`config.mk`:
```
export PLATFORM = sky130hd
export DESIGN_NAME = pclk_ctrl
export DESIGN_NICKNAME = d
export VERILOG_FILES = /design/src/rtl/pclk_pkg.sv /design/src/rtl/pclk_regs.sv /design/src/rtl/pclk_div_stage.sv /design/src/rtl/pclk_channel.sv /design/src/rtl/pclk_ctrl.sv
export SDC_FILE = /design/constraint.sdc
export NUM_CORES = 1
export LEC_CHECK = 0
export BUFFER_PORTS_ARGS = -buffer_cell sky130_fd_sc_hd__buf_4
export CORE_MARGIN = 4
export CORE_UTILIZATION = 63
export DETAILED_ROUTE_END_ITERATION = 7
export PLACE_DENSITY = 0.83
export SLEW_MARGIN = 30
export SYNTH_ARGS = -nofsm -noshare
export SYNTH_HDL_FRONTEND = slang
export SYNTH_SLANG_ARGS = --single-unit
export TNS_END_PERCENT = 30
```
`constraint.sdc`:
```
create_clock -name clk -period 4.24 [get_ports clk]
set_clock_uncertainty 0.2 [all_clocks]
set_input_delay 0 -clock clk [delete_from_list [all_inputs] [get_ports clk]]
set_output_delay 0 -clock clk [all_outputs]
set_load 0.03 [all_outputs]
```
`src/rtl/pclk_pkg.sv`:
```
package pclk_pkg;
  localparam int NUM_CH   = 6;
  localparam int NUM_SRC  = 4;
  localparam int NUM_REG  = 6;
  localparam int DATA_W   = 32;
  localparam int ADDR_W   = 5;
  localparam int DIV_W    = 3;
  localparam int SEL_W    = 2;
  localparam int IDX_W    = ADDR_W - 2;

  localparam int REG_SEL  = 0;
  localparam int REG_DIS  = 5;

  typedef enum logic [1:0] {
    ENC_STD  = 2'd0,
    ENC_HALF = 2'd1,
    ENC_UNIT = 2'd2
  } div_enc_e;

  typedef struct packed {
    logic       has_mux;
    logic [4:0] mux_sh;
    logic [2:0] fixed_src;
    logic       from_ch;
    logic [2:0] parent_ch;
    logic [1:0] ndiv;
    logic [2:0] div_reg;
    logic [4:0] sh0;
    logic [4:0] sh1;
    div_enc_e   enc;
    logic       has_gate;
    logic [4:0] gate_bit;
  } ch_cfg_t;

  function automatic ch_cfg_t chan_cfg(int idx);
    ch_cfg_t c;
    c = '0;
    c.enc     = ENC_STD;
    c.div_reg = 3'd1;
    case (idx)
      0: begin
        c.has_mux = 1'b1; c.mux_sh = 5'd0; c.ndiv = 2'd2; c.div_reg = 3'd3;
        c.sh0 = 5'd0; c.sh1 = 5'd3; c.has_gate = 1'b1; c.gate_bit = 5'd0;
      end
      1: begin
        c.has_mux = 1'b1; c.mux_sh = 5'd2; c.ndiv = 2'd1; c.div_reg = 3'd1;
        c.sh0 = 5'd0; c.has_gate = 1'b1; c.gate_bit = 5'd1;
      end
      2: begin
        c.has_mux = 1'b1; c.mux_sh = 5'd4; c.ndiv = 2'd2; c.div_reg = 3'd2;
        c.sh0 = 5'd0; c.sh1 = 5'd3; c.has_gate = 1'b0; c.gate_bit = 5'd2;
      end
      3: begin
        c.fixed_src = 3'd4; c.ndiv = 2'd0; c.has_gate = 1'b1; c.gate_bit = 5'd3;
      end
      4: begin
        c.fixed_src = 3'd2; c.ndiv = 2'd1; c.div_reg = 3'd1; c.sh0 = 5'd8;
        c.enc = ENC_HALF; c.has_gate = 1'b1; c.gate_bit = 5'd4;
      end
      default: begin
        c.from_ch = 1'b1; c.parent_ch = 3'd2; c.ndiv = 2'd1; c.div_reg = 3'd1;
        c.sh0 = 5'd9; c.enc = ENC_UNIT; c.has_gate = 1'b1; c.gate_bit = 5'd5;
      end
    endcase
    return c;
  endfunction

  function automatic logic [DIV_W-1:0] decode_div(div_enc_e enc, logic [DIV_W-1:0] code);
    logic [DIV_W-1:0] d;
    d = '0;
    case (enc)
      ENC_STD:  d = (code >= DIV_W'(1) && code <= DIV_W'(6)) ? code : '0;
      ENC_HALF: d = (code == DIV_W'(1)) ? DIV_W'(2) : '0;
      default:  d = (code == DIV_W'(1)) ? DIV_W'(1) : '0;
    endcase
    return d;
  endfunction
endpackage

```
`src/rtl/pclk_regs.sv`:
```
module pclk_regs
  import pclk_pkg::*;
(
  input  logic                           clk,
  input  logic                           rst_n,
  input  logic                           bus_en,
  input  logic                           bus_we,
  input  logic [ADDR_W-1:0]              bus_addr,
  input  logic [DATA_W-1:0]              bus_wdata,
  output logic [DATA_W-1:0]              bus_rdata,
  output logic [NUM_REG-1:0][DATA_W-1:0] regs_o
);
  logic [NUM_REG-1:0][DATA_W-1:0] regs_q, regs_d;
  logic [IDX_W-1:0]               idx;
  logic                           mapped;

  assign idx    = bus_addr[ADDR_W-1:2];
  assign mapped = (bus_addr[1:0] == 2'b00) && (int'(idx) < NUM_REG);

  always_comb begin
    regs_d = regs_q;
    if (bus_en && bus_we && mapped) begin
      regs_d[idx] = bus_wdata;
    end
  end

  always_ff @(posedge clk or negedge rst_n) begin
    if (!rst_n) begin
      regs_q <= '0;
    end else begin
      regs_q <= regs_d;
    end
  end

  always_comb begin
    bus_rdata = '0;
    if (mapped) begin
      bus_rdata = regs_q[idx];
    end
  end

  assign regs_o = regs_q;

  p_sel_write_r1: assert property (@(posedge clk) disable iff (!rst_n)
    (bus_en && bus_we && bus_addr == ADDR_W'(0)) |=> (regs_q[REG_SEL] == $past(bus_wdata)));

  p_unmapped_hold_r1: assert property (@(posedge clk) disable iff (!rst_n)
    (bus_en && bus_we && !mapped) |=> $stable(regs_q));
endmodule

```
`src/rtl/pclk_div_stage.sv`:
```
module pclk_div_stage #(
  parameter int CW = 3
) (
  input  logic          clk,
  input  logic          rst_n,
  input  logic          clr,
  input  logic          in_en,
  input  logic [CW-1:0] new_div,
  output logic          out_en
);
  logic [CW-1:0] cnt_q, cnt_d;
  logic [CW-1:0] div_q, div_d;
  logic          term;

  always_comb begin
    term   = (div_q != '0) && (cnt_q == CW'(div_q - 1'b1));
    out_en = in_en & term & ~clr;
    cnt_d  = cnt_q;
    div_d  = div_q;
    if (clr) begin
      cnt_d = '0;
      div_d = new_div;
    end else if (div_q == '0) begin
      cnt_d = '0;
      div_d = new_div;
    end else if (in_en) begin
      if (term) begin
        cnt_d = '0;
        div_d = new_div;
      end else begin
        cnt_d = cnt_q + 1'b1;
      end
    end
  end

  always_ff @(posedge clk or negedge rst_n) begin
    if (!rst_n) begin
      cnt_q <= '0;
      div_q <= '0;
    end else begin
      cnt_q <= cnt_d;
      div_q <= div_d;
    end
  end

  p_out_needs_in_r3: assert property (@(posedge clk) disable iff (!rst_n)
    out_en |-> in_en);

  p_cnt_bound_r8: assert property (@(posedge clk) disable iff (!rst_n)
    (div_q != '0) |-> (cnt_q < div_q));

  p_div_hold_r8: assert property (@(posedge clk) disable iff (!rst_n)
    (!clr && div_q != '0 && !(in_en && term)) |=> $stable(div_q));

  p_stopped_silent_r3: assert property (@(posedge clk) disable iff (!rst_n)
    (div_q == '0) |-> !out_en);
endmodule

```
`src/rtl/pclk_channel.sv`:
```
module pclk_channel
  import pclk_pkg::*;
#(
  parameter ch_cfg_t CFG = '0
) (
  input  logic             clk,
  input  logic             rst_n,
  input  logic [SEL_W-1:0] sel_code,
  input  logic [DIV_W-1:0] code0,
  input  logic [DIV_W-1:0] code1,
  input  logic             gate_off,
  input  logic [NUM_SRC:0] src_vec,
  input  logic             parent_tick,
  output logic             tick_q
);
  logic             clr;
  logic             src_pulse;
  logic             div_out;
  logic             gate_now;
  logic             tick_d;
  logic [DIV_W-1:0] nd0, nd1;
  logic             unused_in;

  assign unused_in = ^{sel_code, code0, code1, gate_off, src_vec, parent_tick};

  assign nd0 = decode_div(CFG.enc, code0);
  assign nd1 = decode_div(ENC_STD, code1);

  if (CFG.has_mux) begin : g_mux
    logic [SEL_W-1:0] sel_q;
    always_ff @(posedge clk or negedge rst_n) begin
      if (!rst_n) begin
        sel_q <= '0;
      end else begin
        sel_q <= sel_code;
      end
    end
    assign clr       = (sel_code != sel_q);
    assign src_pulse = src_vec[sel_code];

    p_mux_clear_r9: assert property (@(posedge clk) disable iff (!rst_n)
      clr |=> !tick_q);
  end else begin : g_fixed
    assign clr = 1'b0;
    if (CFG.from_ch) begin : g_child
      assign src_pulse = parent_tick;
    end else begin : g_root
      assign src_pulse = src_vec[CFG.fixed_src];
    end
  end

  if (CFG.ndiv == 2'd0) begin : g_nodiv
    assign div_out = src_pulse;
  end else begin : g_div
    logic mid;
    pclk_div_stage #(.CW(DIV_W)) u_st0 (
      .clk     (clk),
      .rst_n   (rst_n),
      .clr     (clr),
      .in_en   (src_pulse),
      .new_div (nd0),
      .out_en  (mid)
    );
    if (CFG.ndiv == 2'd2) begin : g_two
      pclk_div_stage #(.CW(DIV_W)) u_st1 (
        .clk     (clk),
        .rst_n   (rst_n),
        .clr     (clr),
        .in_en   (mid),
        .new_div (nd1),
        .out_en  (div_out)
      );
    end else begin : g_one
      assign div_out = mid;
    end
  end

  if (CFG.has_gate) begin : g_gate
    assign gate_now = gate_off;
    p_gate_off_r6: assert property (@(posedge clk) disable iff (!rst_n)
      gate_off |=> !tick_q);
  end else begin : g_nogate
    assign gate_now = 1'b0;
  end

  assign tick_d = div_out & ~gate_now;

  always_ff @(posedge clk or negedge rst_n) begin
    if (!rst_n) begin
      tick_q <= 1'b0;
    end else begin
      tick_q <= tick_d;
    end
  end

  p_tick_from_src_r10: assert property (@(posedge clk) disable iff (!rst_n)
    tick_q |-> $past(src_pulse));
endmodule

```
`src/rtl/pclk_ctrl.sv`:
```
module pclk_ctrl
  import pclk_pkg::*;
(
  input  logic                clk,
  input  logic                rst_n,
  input  logic                bus_en,
  input  logic                bus_we,
  input  logic [ADDR_W-1:0]   bus_addr,
  input  logic [DATA_W-1:0]   bus_wdata,
  output logic [DATA_W-1:0]   bus_rdata,
  input  logic [NUM_SRC-1:0]  src_tick,
  input  logic                xtal_tick,
  output logic [NUM_CH-1:0]   ch_tick
);
  logic [NUM_REG-1:0][DATA_W-1:0] regs;
  logic [NUM_SRC:0]               src_vec;

  assign src_vec = {xtal_tick, src_tick};

  pclk_regs u_regs (
    .clk       (clk),
    .rst_n     (rst_n),
    .bus_en    (bus_en),
    .bus_we    (bus_we),
    .bus_addr  (bus_addr),
    .bus_wdata (bus_wdata),
    .bus_rdata (bus_rdata),
    .regs_o    (regs)
  );

  for (genvar g = 0; g < NUM_CH; g++) begin : g_ch
    localparam ch_cfg_t C = chan_cfg(g);
    logic [DATA_W-1:0] dword;
    logic [DIV_W-1:0]  c0, c1;

    assign dword = regs[C.div_reg];
    if (C.enc == ENC_STD) begin : g_wide
      assign c0 = dword[C.sh0 +: DIV_W];
    end else begin : g_bit
      assign c0 = {{(DIV_W-1){1'b0}}, dword[C.sh0]};
    end
    assign c1 = dword[C.sh1 +: DIV_W];

    pclk_channel #(.CFG(C)) u_ch (
      .clk         (clk),
      .rst_n       (rst_n),
      .sel_code    (regs[REG_SEL][C.mux_sh +: SEL_W]),
      .code0       (c0),
      .code1       (c1),
      .gate_off    (regs[REG_DIS][C.gate_bit]),
      .src_vec     (src_vec),
      .parent_tick (ch_tick[C.parent_ch]),
      .tick_q      (ch_tick[g])
    );
  end

  p_reset_quiet_r1: assert property (@(posedge clk) disable iff (!rst_n)
    $rose(rst_n) |-> (ch_tick == '0));
endmodule

```
# Word level (Yosys, flattened, before mapping)
# Index checks and enable logic that the tools add are counted.
dict set report totals {
  word_cells 217
  ff_bits 246
  inputBits 46
  out_inout_bits 38
}
dict set report op_classes {
  addsub 14
  muxes 71
  n_bitwise 25
  eq_ne 10
  magnitude_cmp 16
  reduce_logical 52
}
# cell n
set ops {}
lappend ops {{$bwmux 192} 1}
lappend ops {{$mux 3} 57}
lappend ops {{$bmux 32 s3} 1}
lappend ops {{$demux 32 s3} 1}
lappend ops {{$mux 32} 3}
lappend ops {{$reduce_bool 3->1} 17}
lappend ops {{$add 3x1->3 const B} 7}
lappend ops {{$eq 3x3->1} 7}
lappend ops {{$logic_not 3->1} 7}
lappend ops {{$sub 3x1->3 const B} 7}
lappend ops {{$ge 3x1->1 const B} 6}
lappend ops {{$and 1x1->1} 17}
lappend ops {{$logic_and 1x1->1} 16}
lappend ops {{$le 3x3->1 const B} 5}
lappend ops {{$reduce_and 2->1} 7}
lappend ops {{$lt 2x4->1 const B} 3}
lappend ops {{$not 1->1} 8}
lappend ops {{$reduce_bool 2->1} 4}
lappend ops {{$bmux 1 s2} 3}
lappend ops {{$ne 2x2->1} 3}
lappend ops {{$lt 3x4->1 const B} 1}
lappend ops {{$mux 1} 4}
lappend ops {{$lt 3x3->1 const B} 1}
lappend ops {{$logic_not 2->1} 1}
lappend ops {{$mux 2} 1}

# Depth between registers and ports, before layout
dict set report depth {
  ltp_word 8
  depth_mapped 8
  ltp_nobuf 6
}

# Cells and area by module
# From an unflattened synthesis, not the netlist that was laid out.
dict set report hier_totals {
  hier_cells 981
  area_unflattened_um2 12620.9
}
# module seq_area_each_um2 instances area_each_um2 cells_per_inst
set by_module_without_submodules {}
lappend by_module_without_submodules {pclk_regs 4804.6 1 8664.6 575}
lappend by_module_without_submodules {pclk_div_stage 150.1 7 476.7 51}
lappend by_module_without_submodules {{pclk_channel (g_ch[0].u_ch)} 75.1 1 170.2 14}
lappend by_module_without_submodules {{pclk_channel (g_ch[2].u_ch)} 75.1 1 163.9 13}
lappend by_module_without_submodules {{pclk_channel (g_ch[1].u_ch)} 75.1 1 147.6 11}
lappend by_module_without_submodules {{pclk_channel (g_ch[4].u_ch ...)} 25.0 2 47.5 4}
lappend by_module_without_submodules {{pclk_channel (g_ch[3].u_ch)} 25.0 1 38.8 2}
lappend by_module_without_submodules {pclk_ctrl 0.0 1 3.8 1}

# Worst setup path after synthesis
# Ideal clock, no wire load.
dict set report synth_path {
  path_kind {flip-flop to flip-flop}
  startpoint {reg g_ch[2].u_ch.g_div.u_st0.div_q[0]}
  endpoint {reg g_ch[2].u_ch.g_div.g_two.u_st1.div_q[2]}
  stages_incl_launch_ff 7
  required_ns 3.912
  period_less_slack_ns 2.111
  setup_time_ns 0.128
  setup_slack_ns 2.129
  n_path_buf 0
  arrival_ns 1.784
  path_cell_list {dfrtp_1 -> inv_1 -> ha_1 -> xor2_1 -> nand4_4 -> o31ai_4 -> mux2_1}
}
dict set report synth_via {
  elab_chain_len 7
  word_cells_on_any_way 8
  cone_classes {add/sub: 1; eq/ne: 1; bitwise: 2; reduce/logical: 4}
}
# element line_no
set synth_rtl {}
lappend synth_rtl {{from (decl)} pclk_div_stage.sv:12} ;# logic [CW-1:0] div_q, div_d;
lappend synth_rtl {{from (signal assigned)} pclk_div_stage.sv:42} ;# div_q <= div_d;
lappend synth_rtl {{$sub 3x1->3} pclk_div_stage.sv:16} ;# term = (div_q != '0) && (cnt_q == CW'(div_q - 1'b1));
lappend synth_rtl {{$eq 3x3->1} pclk_div_stage.sv:16}
lappend synth_rtl {{$logic_and 1x1->1 *} pclk_div_stage.sv:16}
lappend synth_rtl {{$and 1x1->1 * (2 in a row)} pclk_div_stage.sv:17} ;# out_en = in_en & term & ~clr;
lappend synth_rtl {{$reduce_bool 3->1 (no source line) *} n/a}
lappend synth_rtl {{$reduce_and 2->1 (no source line) *} n/a}
lappend synth_rtl {{to (signal assigned)} pclk_div_stage.sv:42}
lappend synth_rtl {{to (decl)} pclk_div_stage.sv:12}
# Mark *: on every way between the ends. The rest lies on a longest branch, timed or not.
# A chain may end at the register's enable or synchronous reset.

# Worst setup path after layout
dict set report layout_path {
  startpoint {in bus_addr[3]}
  endpoint {reg u_regs.regs_q, in the netlist u_regs.regs_o[145]}
}
dict set report layout_via {
  elab_chain_len 5
  word_cells_on_any_way 9
  cone_classes {order compare: 3; mux: 3; reduce/logical: 3}
}
# element line_no
set layout_rtl {}
lappend layout_rtl {{from (decl)} pclk_ctrl.sv:8} ;# input logic [ADDR_W-1:0] bus_addr,
lappend layout_rtl {{$lt 3x4->1 (implied by the code) or $ge 3x1->1 (tied branches)} pclk_regs.sv:23} ;# regs_d[idx] = bus_wdata;
lappend layout_rtl {{$logic_and 1x1->1 (implied by the code)} pclk_regs.sv:23}
lappend layout_rtl {{$mux 32 (implied by the code)} pclk_regs.sv:23}
lappend layout_rtl {{$demux 32 s3} n/a}
lappend layout_rtl {{$bwmux 192} pclk_regs.sv:23}
lappend layout_rtl {{to (signal assigned)} pclk_regs.sv:31} ;# regs_q <= regs_d;
lappend layout_rtl {{to (decl)} pclk_regs.sv:13} ;# logic [NUM_REG-1:0][DATA_W-1:0] regs_q, regs_d;
# Parallel ways exist; a longest one is shown, timed or not.

==> reports/qor.yml <==
timing:
  setup_viol: 0
  rsz0062_at_grt: "false"
  hold_viol_final: 0
  fin_setup_tns_ps: 0
  tightest_slew_ps: 984.5
  slew_viol_final: 0
  period_share: 0.7166
  fmax_ghz: 0.3291
  period_needed_ps: 3038
  fin_ws_ps: 1202
  relSlewSlack: 0.3436
global_route:
  grt-ovfl-total: 0
  grtUsageTotal: 0.2608
  grt_max_degree: 114
  antenna_found_initial: 0
  first_global_vias: 8577
  grt_first_pass_wirelength_um: 45240
clocking:
  numCtsBuffers: 25
  h-tree-depth: 1
  ctsResizeCount: 0
  cts_tree: "done"
  cts_setup_buffers: 0
  clockRootBuffer: "clkbuf_16"
  clockBufferDepth: 3
  clock-sinks: 242
  clkTransAtPathRegs_ps: 60
  insertion_delay_ps: 530
logic_synthesis:
  synth-edff-count: 0
  synth_top_cell_area_share: 0.5112
  synth-async-reset-ratio: 1.000
  syn_area_sq_um: 11850
  yosysTopAreaCell: "dfrtp_1"
  synth_compound_area_frac: 0.07594
  synth-xor-area-share: 0.02429
  synthAdderAreaFrac: 0.01796
  ys_types: 57
  synth_top_family_by_area: "multiplexers"
  synth_area_leaders: "dfrtp_1, mux2_2, mux2i_1"
  yosys.area_share.simple: 0.07425
  avgSynthCellArea_sq_um: 12.77
  synth.ff_latch_count: 242
  synth_ff_type: "dfrtp_1"
  synth-seq-area-share: 0.5112
  synthCells: 928
  yosysWarnings: 0
  synthMuxAreaShare: 0.2634
  synth_nets: 991
detailed_routing:
  wl_met2_um: 13550
  drt_first_pass_iters: 6
  wl_met1_um: 11770
  vias: 7952
  top_layer: "met4"
  detail-route-antenna-nets: 0
  routed-wl-met3_um: 1209
  dr.first_iter.drc_count: 518
  wl_per_cell_um: 21.15
  finalWirelength_um: 27260
  vias_per_cell: 6.169
  drc: 0
layout:
  area_delta_synth_final_pct: 18.06
  area.sequential_sq_um: 6056
  multiInputGateArea_sq_um: 5444
  final_cell_mix: "dfrtp_1, mux2_2, buf_4"
  num-nets-final: 1105
  fin_util: 0.7681
  layout-drive-gt1-share: 0.3651
  fin_area_sq_um: 13990
  n_fill_cell: 1109
  n_antenna_cell: 0
  final_cells: 1289
  final_common_cell: "dfrtp_1"
placed_design:
  finalWeightedCongestion: 0.8075
  dpl-instance-area_sq_um: 12620
  io_buffers: 83
  place_inst: 1195
  dp_hpwl_um: 16590
  place_ws_ps: 1576
run:
  maxCapViolations: 0
floorplan:
  io_pins: 84
  start_util: 0.6506
  die_area_sq_um: 21060
  num_rows: 49
  dieHeight_um: 145.1
  coreArea_sq_um: 18210
  die_w_um: 145.1
pwr:
  p_leak_nw: 6.547
  p_per_area_nw_per_um2: 457.3
  vdd_ir_drop_max_v: 0.0003598
hold_path:
  hold_class: "input port to register"
setup_path:
  arrival_ps: 3250
  required_ps: 4450
  critPathKind: "input port to register"
  worstSetupStartpointType: "input port"
  worstPathMaxFanout: 46
  cp-end-kind: "register"
outcome:
  outcome: "finished clean"
==> timing repair <==
item                       CTS  global route
hold endpoints to repair   323             0
hold buffers                48             0
setup endpoints to repair    0             0
==> where the power goes <==
group / leakage, nW / switching [W] / total [W] / internal (W)
logic: 2.90 / 0.000641 / 0.00128 / 0.000636
clock network: 0.429 / 0.000902 / 0.00226 / 0.00136
registers: 3.22 / 0.000226 / 0.00286 / 0.00263
total: 6.55 / 0.00177 / 0.00640 / 0.00463
==> metrics by stage <==
step | total power, W | hold slack [ps]
floorplan | 0.003760 | -495.6
global placement | 0.004039 | -50.28
detailed placement | 0.004103 | -48.96
CTS | 0.006414 | 27.59
global route | 0.006692 | 103.1
finish | 0.006396 | 64.15
==> synthesized netlist by cell type (16+ instances only) <==
master	count
o21ai_0	16
dfrtp_1	242
ha_1	17
inv_1	17
a21oi_1	40
buf_2	26
xor2_1	18
nor2_1	54
mux2i_1	35
nand2_1	44
mux2_2	224
==> logic make-up after synthesis <==
logic type	after synthesis
flip-flops	242
multiplexers	271
AND/OR/NAND/NOR	170
buffers and inverters	74
XOR/XNOR	25
adder cells (fa/ha/maj)	17
AO/OA/AOI/OAI	129
==> path summary, 6_finish.rpt <==
path                               startpoint                                 endpoint  slack [ps]  cells after the start
max                               bus_addr[3]                       u_regs.regs_o[145]        1200                      8
min                                 xtal_tick                      g_ch[3].u_ch.tick_q          60                      3
max reg2reg                  u_regs.regs_o[2]        g_ch[1].u_ch.g_div.u_st0.div_q[2]        1570                      5
min reg2reg                u_regs.regs_o[163]                      g_ch[3].u_ch.tick_q         270                      1
max in group asynchronous               rst_n        g_ch[2].u_ch.g_div.u_st0.cnt_q[2]        2140                      4
min in group asynchronous               rst_n  g_ch[2].u_ch.g_div.g_two.u_st1.cnt_q[0]         470                      3
==> flip-flops by register name, indices dropped and copies added (netlist names) <==
| signal | count |
|---|---|
| g_ch.u_ch.g_div.g_two.u_st1.div_q | 6 |
| g_ch.u_ch.g_mux.sel_q | 6 |
| u_regs.regs_o | 192 |
| g_ch.u_ch.g_div.u_st0.div_q | 11 |
| g_ch.u_ch.g_div.u_st0.cnt_q | 15 |
| g_ch.u_ch.tick_q | 6 |
| g_ch.u_ch.g_div.g_two.u_st1.cnt_q | 6 |
==> worst max-delay path, cell delays in order <==
cell and delay, ps:
buf_4 320, nand2b_4 380, nor4_4 290, dlygate4sd3_1 590
nor2b_4 520, buf_16 230, mux2_2 340, dlygate4sd3_1 550
==> area by class of cell <==
| type | instances | share of cell area |
|---|---|---|
| clock inverter | 8 | 0.006710 |
| timing repair buffer | 144 | 0.09161 |
| sequential | 242 | 0.4330 |
| tap | 229 | 0.02049 |
| clock buffer | 37 | 0.05439 |
| inverter | 17 | 0.004563 |
| multi-input combinational | 612 | 0.3892 |
==> metal layers <==
layer  vias to the layer above  track usage
met1                      4108       0.3553
met3                        51      0.03742
li1                       3579            -
met4                         0      0.07930
met2                       214       0.4406
met5                         -            0
Note: power is estimated with default switching activity, not from simulation.
